$ cat src/rtl/bec_cmd_pkg.sv
package bec_cmd_pkg;

  localparam logic [3:0] OP_NOP   = 4'h0;
  localparam logic [3:0] OP_LEN   = 4'h1;
  localparam logic [3:0] OP_INFO  = 4'h2;
  localparam logic [3:0] OP_ERASE = 4'h3;
  localparam logic [3:0] OP_START = 4'h4;
  localparam logic [3:0] OP_READ  = 4'h5;

  localparam logic [7:0] REPLY_BAD  = 8'hEE;
  localparam logic [7:0] REPLY_BUSY = 8'hEB;

  typedef struct packed {
    logic [3:0] opcode;
    logic [3:0] operand;
  } cmd_t;

endpackage

$ cat src/rtl/bec_cmd_classify.sv
module bec_cmd_classify
  import bec_cmd_pkg::*;
#(
  parameter int unsigned CNT_W    = 16,
  parameter int unsigned MIN_LOG2 = 3,
  parameter int unsigned MAX_LOG2 = 10
) (
  input  logic             cmd_valid,
  input  logic [7:0]       cmd_byte,
  input  logic             busy,
  input  logic [CNT_W-1:0] err_count,
  output logic             wr_len,
  output logic             wr_info,
  output logic             wr_erase,
  output logic             start_req,
  output logic [7:0]       reply
);

  localparam int unsigned NBYTES = CNT_W / 8;
  localparam logic [3:0]  LO_N   = 4'(MIN_LOG2);
  localparam logic [3:0]  HI_N   = 4'(MAX_LOG2);

  cmd_t       cmd;
  logic [7:0] rd_byte;
  logic       rd_ok;
  logic       len_ok;

  assign cmd    = cmd_t'(cmd_byte);
  assign len_ok = (cmd.operand >= LO_N) && (cmd.operand <= HI_N);

  // Byte picker over the error counter, one lane per counter byte.
  always_comb begin
    rd_byte = 8'h00;
    rd_ok   = 1'b0;
    for (int i = 0; i < int'(NBYTES); i++) begin
      if (int'(cmd.operand) == i) begin
        rd_byte = err_count[i*8 +: 8];
        rd_ok   = 1'b1;
      end
    end
  end

  always_comb begin
    wr_len    = 1'b0;
    wr_info   = 1'b0;
    wr_erase  = 1'b0;
    start_req = 1'b0;
    reply     = cmd_byte;
    case (cmd.opcode)
      OP_NOP: reply = cmd_byte;
      OP_LEN: begin
        if (busy)        reply  = REPLY_BUSY;
        else if (len_ok) wr_len = cmd_valid;
        else             reply  = REPLY_BAD;
      end
      OP_INFO: begin
        if (busy) reply   = REPLY_BUSY;
        else      wr_info = cmd_valid;
      end
      OP_ERASE: begin
        if (busy) reply    = REPLY_BUSY;
        else      wr_erase = cmd_valid;
      end
      OP_START: begin
        if (busy) reply     = REPLY_BUSY;
        else      start_req = cmd_valid;
      end
      OP_READ: reply = rd_ok ? rd_byte : REPLY_BAD;
      default: reply = REPLY_BAD;
    endcase
  end

endmodule

$ cat src/rtl/bec_param_regs.sv
module bec_param_regs #(
  parameter int unsigned DEF_LOG2  = 3,
  parameter int unsigned DEF_INFO  = 8,
  parameter int unsigned DEF_ERASE = 0,
  parameter int unsigned MIN_LOG2  = 3,
  parameter int unsigned MAX_LOG2  = 10
) (
  input  logic       clk,
  input  logic       rst_n,
  input  logic       busy,
  input  logic       wr_len,
  input  logic       wr_info,
  input  logic       wr_erase,
  input  logic [3:0] operand,
  output logic [3:0] len_log2,
  output logic [3:0] info_sel,
  output logic [3:0] erase_p16
);

  localparam logic [3:0] RST_LEN   = 4'(DEF_LOG2);
  localparam logic [3:0] RST_INFO  = 4'(DEF_INFO);
  localparam logic [3:0] RST_ERASE = 4'(DEF_ERASE);
  localparam logic [3:0] LO_N      = 4'(MIN_LOG2);
  localparam logic [3:0] HI_N      = 4'(MAX_LOG2);

  logic [3:0] len_d, info_d, erase_d;

  always_comb begin
    len_d   = len_log2;
    info_d  = info_sel;
    erase_d = erase_p16;
    if (wr_len)   len_d   = operand;
    if (wr_info)  info_d  = operand;
    if (wr_erase) erase_d = operand;
  end

  always_ff @(posedge clk or negedge rst_n) begin
    if (!rst_n) begin
      len_log2  <= RST_LEN;
      info_sel  <= RST_INFO;
      erase_p16 <= RST_ERASE;
    end else begin
      len_log2  <= len_d;
      info_sel  <= info_d;
      erase_p16 <= erase_d;
    end
  end


  busy_freeze_chk: assert property (@(posedge clk) disable iff (!rst_n)
    busy |=> ($stable(len_log2) && $stable(info_sel) && $stable(erase_p16)));


  len_range_chk: assert property (@(posedge clk) disable iff (!rst_n)
    (len_log2 >= LO_N) && (len_log2 <= HI_N));

endmodule

$ cat src/rtl/bec_run_ctrl.sv
module bec_run_ctrl (
  input  logic clk,
  input  logic rst_n,
  input  logic start_req,
  input  logic run_done,
  output logic run_start,
  output logic run_busy
);

  logic busy_d;

  always_comb begin
    busy_d = run_busy;
    if (start_req)     busy_d = 1'b1;
    else if (run_done) busy_d = 1'b0;
  end

  always_ff @(posedge clk or negedge rst_n) begin
    if (!rst_n) begin
      run_busy  <= 1'b0;
      run_start <= 1'b0;
    end else begin
      run_busy  <= busy_d;
      run_start <= start_req;
    end
  end


  start_single_chk: assert property (@(posedge clk) disable iff (!rst_n)
    run_start |=> !run_start);


  busy_entry_chk: assert property (@(posedge clk) disable iff (!rst_n)
    $rose(run_busy) |-> run_start);


  idle_done_chk: assert property (@(posedge clk) disable iff (!rst_n)
    (!run_busy && !start_req) |=> !run_busy);

endmodule

$ cat src/rtl/bec_resp_slot.sv
module bec_resp_slot (
  input  logic       clk,
  input  logic       rst_n,
  input  logic       load,
  input  logic [7:0] load_data,
  input  logic       tx_ready,
  output logic       tx_valid,
  output logic [7:0] tx_data
);

  logic       valid_d;
  logic [7:0] data_d;
  logic       data_en;

  assign data_en = load;

  always_comb begin
    valid_d = tx_valid;
    data_d  = tx_data;
    if (load) begin
      valid_d = 1'b1;
      data_d  = load_data;
    end else if (tx_ready) begin
      valid_d = 1'b0;
    end
  end

  always_ff @(posedge clk or negedge rst_n) begin
    if (!rst_n) tx_valid <= 1'b0;
    else        tx_valid <= valid_d;
  end

  always_ff @(posedge clk or negedge rst_n) begin
    if (!rst_n)       tx_data <= 8'h00;
    else if (data_en) tx_data <= data_d;
  end


  hold_reply_chk: assert property (@(posedge clk) disable iff (!rst_n)
    (tx_valid && !tx_ready) |=> (tx_valid && $stable(tx_data)));


  no_overwrite_chk: assert property (@(posedge clk) disable iff (!rst_n)
    load |-> !tx_valid);

endmodule

$ cat src/rtl/bec_cmd_decoder.sv
module bec_cmd_decoder
  import bec_cmd_pkg::*;
#(
  parameter int unsigned CNT_W     = 16,
  parameter int unsigned MIN_LOG2  = 3,
  parameter int unsigned MAX_LOG2  = 10,
  parameter int unsigned DEF_LOG2  = 3,
  parameter int unsigned DEF_INFO  = 8,
  parameter int unsigned DEF_ERASE = 0
) (
  input  logic             clk,
  input  logic             rst_n,
  input  logic [7:0]       rx_data,
  input  logic             rx_valid,
  output logic [7:0]       tx_data,
  output logic             tx_valid,
  input  logic             tx_ready,
  input  logic [CNT_W-1:0] err_count,
  input  logic             run_done,
  output logic             run_start,
  output logic             run_busy,
  output logic [3:0]       len_log2,
  output logic [3:0]       info_sel,
  output logic [3:0]       erase_p16
);

  logic [1:0] rst_pipe;
  logic       rst_n_s;
  logic       accept;
  logic       wr_len, wr_info, wr_erase, start_req;
  logic [7:0] reply;

  // Reset asserts at once and leaves after two clean edges.
  always_ff @(posedge clk or negedge rst_n) begin
    if (!rst_n) rst_pipe <= 2'b00;
    else        rst_pipe <= {rst_pipe[0], 1'b1};
  end
  assign rst_n_s = rst_pipe[1];

  // A command is taken only while the reply slot is empty.
  assign accept = rx_valid && !tx_valid;

  bec_cmd_classify #(
    .CNT_W    (CNT_W),
    .MIN_LOG2 (MIN_LOG2),
    .MAX_LOG2 (MAX_LOG2)
  ) u_classify (
    .cmd_valid (accept),
    .cmd_byte  (rx_data),
    .busy      (run_busy),
    .err_count (err_count),
    .wr_len    (wr_len),
    .wr_info   (wr_info),
    .wr_erase  (wr_erase),
    .start_req (start_req),
    .reply     (reply)
  );

  bec_param_regs #(
    .DEF_LOG2  (DEF_LOG2),
    .DEF_INFO  (DEF_INFO),
    .DEF_ERASE (DEF_ERASE),
    .MIN_LOG2  (MIN_LOG2),
    .MAX_LOG2  (MAX_LOG2)
  ) u_params (
    .clk       (clk),
    .rst_n     (rst_n_s),
    .busy      (run_busy),
    .wr_len    (wr_len),
    .wr_info   (wr_info),
    .wr_erase  (wr_erase),
    .operand   (rx_data[3:0]),
    .len_log2  (len_log2),
    .info_sel  (info_sel),
    .erase_p16 (erase_p16)
  );

  bec_run_ctrl u_run (
    .clk       (clk),
    .rst_n     (rst_n_s),
    .start_req (start_req),
    .run_done  (run_done),
    .run_start (run_start),
    .run_busy  (run_busy)
  );

  bec_resp_slot u_resp (
    .clk       (clk),
    .rst_n     (rst_n_s),
    .load      (accept),
    .load_data (reply),
    .tx_ready  (tx_ready),
    .tx_valid  (tx_valid),
    .tx_data   (tx_data)
  );


  unknown_op_chk: assert property (@(posedge clk) disable iff (!rst_n_s)
    (accept && (rx_data[7:4] > OP_READ)) |=> (tx_valid && tx_data == REPLY_BAD));


  nop_echo_chk: assert property (@(posedge clk) disable iff (!rst_n_s)
    (accept && rx_data[7:4] == OP_NOP) |=> (tx_data == $past(rx_data)));

endmodule

$ cat config.mk
export PLATFORM = sky130hd
export DESIGN_NAME = bec_cmd_decoder
export DESIGN_NICKNAME = d
export VERILOG_FILES = /design/src/rtl/bec_cmd_pkg.sv /design/src/rtl/bec_cmd_classify.sv /design/src/rtl/bec_param_regs.sv /design/src/rtl/bec_run_ctrl.sv /design/src/rtl/bec_resp_slot.sv /design/src/rtl/bec_cmd_decoder.sv
export SDC_FILE = /design/constraint.sdc
export NUM_CORES = 1
export LEC_CHECK = 0
export BUFFER_PORTS_ARGS = -buffer_cell sky130_fd_sc_hd__buf_2
export CAP_MARGIN = 30
export CORE_MARGIN = 4
export CORE_UTILIZATION = 46
export DETAILED_ROUTE_END_ITERATION = 10
export HOLD_SLACK_MARGIN = 0.06
export PLACE_DENSITY = 0.75
export SLEW_MARGIN = 20
export SYNTH_ARGS = -nofsm -noshare
export SYNTH_HDL_FRONTEND = slang
export SYNTH_SLANG_ARGS = --single-unit
$ cat constraint.sdc
create_clock -name clk -period 1.7 [get_ports clk]
set_input_delay 0.17 -clock clk [delete_from_list [all_inputs] [get_ports clk]]
set_output_delay 0.17 -clock clk [all_outputs]
set_load 0.02 [all_outputs]
# [Word level (Yosys, flattened, before mapping)]
# Index checks and enable logic that the tools add are counted.
# Widths: inputs -> output; s select.
[totals] register_bits=25 inputBits=29 output_inout_bits=23 word_cells=44
[classes] n_lt_le_gt_ge=2 eq_ne=6 mux=20 n_reduce_logical=8
[op_table] operator="$mux 8" n=6
[op_table] operator="$pmux 8 s4" n=1
[op_table] operator="$mux 1" n=13
[op_table] operator="$eq 4x2->1 const B" n=3
[op_table] operator="$eq 4x3->1 const B" n=2
[op_table] operator="$logic_not 4->1" n=2
[op_table] operator="$eq 4x1->1 const B" n=1
[op_table] operator="$ge 4x2->1 const B" n=1
[op_table] operator="$le 4x4->1 const B" n=1
[op_table] operator="$reduce_bool 2->1" n=2
[op_table] operator="$reduce_or 3->1" n=1
[op_table] operator="$logic_and 1x1->1" n=2
[op_table] operator="$logic_not 1->1" n=1

# [Logic depth before layout (Yosys ltp)]
[logic_depth] word_depth=5 ltp_mapped=6 ltp_nobuf=4

# [Hierarchy]
# From an unflattened synthesis, not the netlist that was laid out.
[unflattened] hier_cells=118 area_unflattened_um2=1412.6
[by_module_without_submodules] module="bec_cmd_classify" instances=1 cells_per_inst=66 area_per_inst_um2=475.5 seq_area_each_um2=0.0
[by_module_without_submodules] module="bec_param_regs" instances=1 cells_per_inst=24 area_per_inst_um2=439.2 seq_area_each_um2=304.0
[by_module_without_submodules] module="bec_resp_slot" instances=1 cells_per_inst=20 area_per_inst_um2=369.1 seq_area_each_um2=225.2
[by_module_without_submodules] module="bec_cmd_decoder" instances=1 cells_per_inst=4 area_per_inst_um2=67.6 seq_area_each_um2=50.0
[by_module_without_submodules] module="bec_run_ctrl" instances=1 cells_per_inst=4 area_per_inst_um2=61.3 seq_area_each_um2=50.0

# [Worst setup path before layout]
# No wires, ideal clock.
[synth_timing] path_kind="reg2reg" start="reg u_resp.tx_valid" end="reg u_resp.tx_data[1]" setup_time_ns=0.126 arrival_ns=1.542 t_required_ns=1.574 setup_slack_ns=0.032 path_stages_with_launch=6 path_buffers=1 synth_period_minus_slack_ns=1.668 path_cell_list="dfrtp_1 nor2b_1 buf_2 nand3_1 a311o_1 o32a_1"
[synth_between] elab_chain_len=2
[synth_rtl] element="from (decl)" line="bec_resp_slot.sv:7" source="output logic tx_valid,"
[synth_rtl] element="from (signal assigned)" line="bec_resp_slot.sv:30" source="else tx_valid <= valid_d;"
[synth_rtl] element="$logic_not 1->1" line="bec_cmd_decoder.sv:41" source="assign accept = rx_valid && !tx_valid;"
[synth_rtl] element="$logic_and 1x1->1" line="bec_cmd_decoder.sv:41"
[synth_rtl] element="to (signal assigned)" line="bec_resp_slot.sv:35" source="else if (data_en) tx_data <= data_d;"
[synth_rtl] element="to (decl)" line="bec_resp_slot.sv:8" source="output logic [7:0] tx_data"
# No other way between the ends.
# A chain may end at the register's enable or synchronous reset.

# [Final worst setup path]
# Ends and elaborated chain as after synthesis.

==> metrics <==
Worst path top cell family by delay=compound AO/OA/AOI/OAI gates; Worst Skew=14.22 ps; PortBufs=51; met1 Usage GRT=0.2520; vias per cell=5.752; CTS root buffer=clkbuf_4; Skew-Pair Late Insertion Delay=320 ps; Die Area=0.004062 sq mm; RSZ-0062 raised after global routing=false; Register Area=629.4 sq um; first-pass GRT wire length=6141 microns; Final Max Slew Viols=0; syn nets=165; EDFF count, synth=0; CP startpoint=u_resp.tx_valid; grt met2 use=0.3077; leading area contributor after synthesis=dfrtp_1; initial antenna violation count=0; Final TNS setup=0 ps; gr usage total=0.1863; GRT Max-Usage Layer=met2; Setup CP Type=register to register; yosys warns=0; pwr/cell area=878.9 mW/mm^2; Slowest Stage Delay on Critical Path=420 ps; status=finished clean; crit end category=register; Unique masters post-synth=49; initial core utilization=0.5009; number of I/O pins=52; layout cells sized above 1=0.4555; CTS tree=yes; number of synthesized register bits=25; Row Count=19; post-route antenna net violation count=0; die extent in x=63.74 microns; min Tclk post-route=1548 ps; CTS sink count=25; die height=63.74 microns; Leakage=0.8825 nW; WL final=3547 microns; DR DRC count=0; first-pass iteration count of the detailed router=5; Worst-path clk slew=150 ps; Mapped Avg Cell Area=10.51 sq um; ys flop type=dfrtp_1; DR iter-0 viols=33; RD Place Congestion=0.8968; area of the multi-input gates=738.2 sq um; detailed-route via count=1277; hpwl dp=2863 microns; reg-to-reg startpoint=u_resp.tx_valid; CP max-delay cell=dfrtp_1; post-layout net count=221; remaining global-route overflow=0; Tightest Pin Transition=612.6 ps; average wire per cell in the routed design=15.98 microns; Seq/Total Area, Yosys=0.4405; Hold WC Path Type=primary input to register; area added between synthesis and finish=25.13%; H-Tree Depth=1; Clock Path Buffers=2; Commonest cells post-synth=dfrtp_1 (22), a21oi_1 (10), nor2_1 (10); Core Area=0.002853 sq mm; fin util=0.6268; max_cap viols=0; top cells by area, synth=dfrtp_1 (39%), mux2i_1 (6.3%), mux2_2 (6.3%), dfstp_2 (5.5%), mux2_4 (4.2%); worst reg2reg setup slack=150 ps; CP max FO=5; Hold Crit Start=run_done; Num CTS Buffers=3; Tcrit/Tclk final=0.9109; ys async rst share=1.000; mapped cell area=0.001429 sq mm; Final Hold Viols=0; most frequent cell after synthesis=dfrtp_1; ANT cells=0; Gate Count Post-Synth=136; largest net degree at the start of global routing=17; Critical Path AT=1780 ps; Required @ worst endpoint=1930 ps; maximum vdd ir drop=0.5728 mV; FILL cells=261; final setup vio count=0; Worst slew margin=0.5916; vias in the first global route=1302; met3 usage=0.03152; area share of the largest cell type after synthesis=0.3853; worst-path cell chain=nor2b_1 > nand3_1 > a311o_1 > o32a_1; Max Clk Rate=0.6458 GHz; Crit path buffers/inverters=0; type of origin of the critical path=register
logic make-up after synthesis:
kind of cell / count (synthesis) / synth area share
and+or+nand+nor: 42 / 0.1787
AOI/OAI and AO/OA: 31 / 0.1480
DFF: 25 / 0.4405
muxes: 21 / 0.1681
buffers and inverters: 14 / 0.04465
xor gates and xnor gates: 2 / 0.01752
other: 1 / 0.002624
placed cells by master (no fill, tap or decap), types with 2 or more instances in the layout:
| cell type | count |
|---|---|
| buf_2 | 51 |
| dfrtp_1 | 22 |
| a21oi_1 | 10 |
| nor2_1 | 9 |
| mux2i_1 | 9 |
| buf_4 | 9 |
| mux2_2 | 8 |
| nand2_1 | 6 |
| nor3_1 | 4 |
| mux2_4 | 4 |
| inv_1 | 3 |
| nand3_1 | 3 |
| a21o_1 | 3 |
| o32a_1 | 3 |
| o21ai_0 | 3 |
| clkbuf_4 | 3 |
| dfstp_2 | 3 |
| nor2b_1 | 2 |
| nand2b_1 | 2 |
| a31oi_1 | 2 |
| dlygate4sd3_1 | 2 |
worst min-delay path: stages:
cell    delay [ps]
buf_2          100
inv_1           40
a21o_1         100
layer usage:
layer	vias to the layer above	wire, microns
met5	-	0
met4	0	30
met3	4	248
met2	58	1781
met1	608	1487
li1	607	-
power by group:
part           switching (W)  internal (W)
Clock               0.000182     0.0000882
Combinational       0.000304      0.000228
Sequential         0.0000601      0.000708
timing repair:
action	in CTS	in global routing
hold endpoints to repair	3	0
endpoints found under the setup margin	0	3
buffers inserted	0	0
gates resized for setup	0	1
hold buffers	2	0
flip-flops by register name, summed over array words and instances, names as in the netlist:
register	flops
u_resp.tx_valid	1
u_resp.tx_data	8
rst_pipe	2
u_params.erase_p16	4
u_run.run_busy	1
u_run.run_start	1
u_params.len_log2	4
u_params.info_sel	4
per-stage QoR:
| step | cells | power (W) | area [sq um] | setup WS (ps) | hold slack [ps] |
|---|---|---|---|---|---|
| after global placement | 216 | 0.001295 | 1738 | 133.9 | -44.64 |
| after CTS | 222 | 0.001584 | 1785 | 80.63 | 105.7 |
| after detailed placement | 216 | 0.001316 | 1738 | 96.79 | -42.04 |
| after global routing | 222 | 0.001673 | 1788 | 63.16 | 95.32 |
| final | 222 | 0.001571 | 1788 | 151.5 | 101.3 |
| after floorplan | 136 | 0.001114 | 1429 | 32.43 | -125.6 |
layout make-up:
| class | instances | area share |
|---|---|---|
| multi-input combinational | 97 | 0.4129 |
| sequential | 25 | 0.3520 |
| timing repair buffer | 62 | 0.1917 |
| tap | 31 | 0.02169 |
| clock buffer | 3 | 0.01260 |
| inverter | 3 | 0.006298 |
| clock inverter | 1 | 0.002799 |
final timing paths:
path | endpoint | cells past startpoint
min | u_run.run_busy | 3
max | u_resp.tx_data[1] | 4
max in group asynchronous | u_resp.tx_data[6] | 1
max reg2reg | u_resp.tx_data[1] | 4
min in group asynchronous | rst_pipe[1] | 2
min reg2reg | u_params.info_sel[2] | 0
Power figures use the tool's default switching activity.
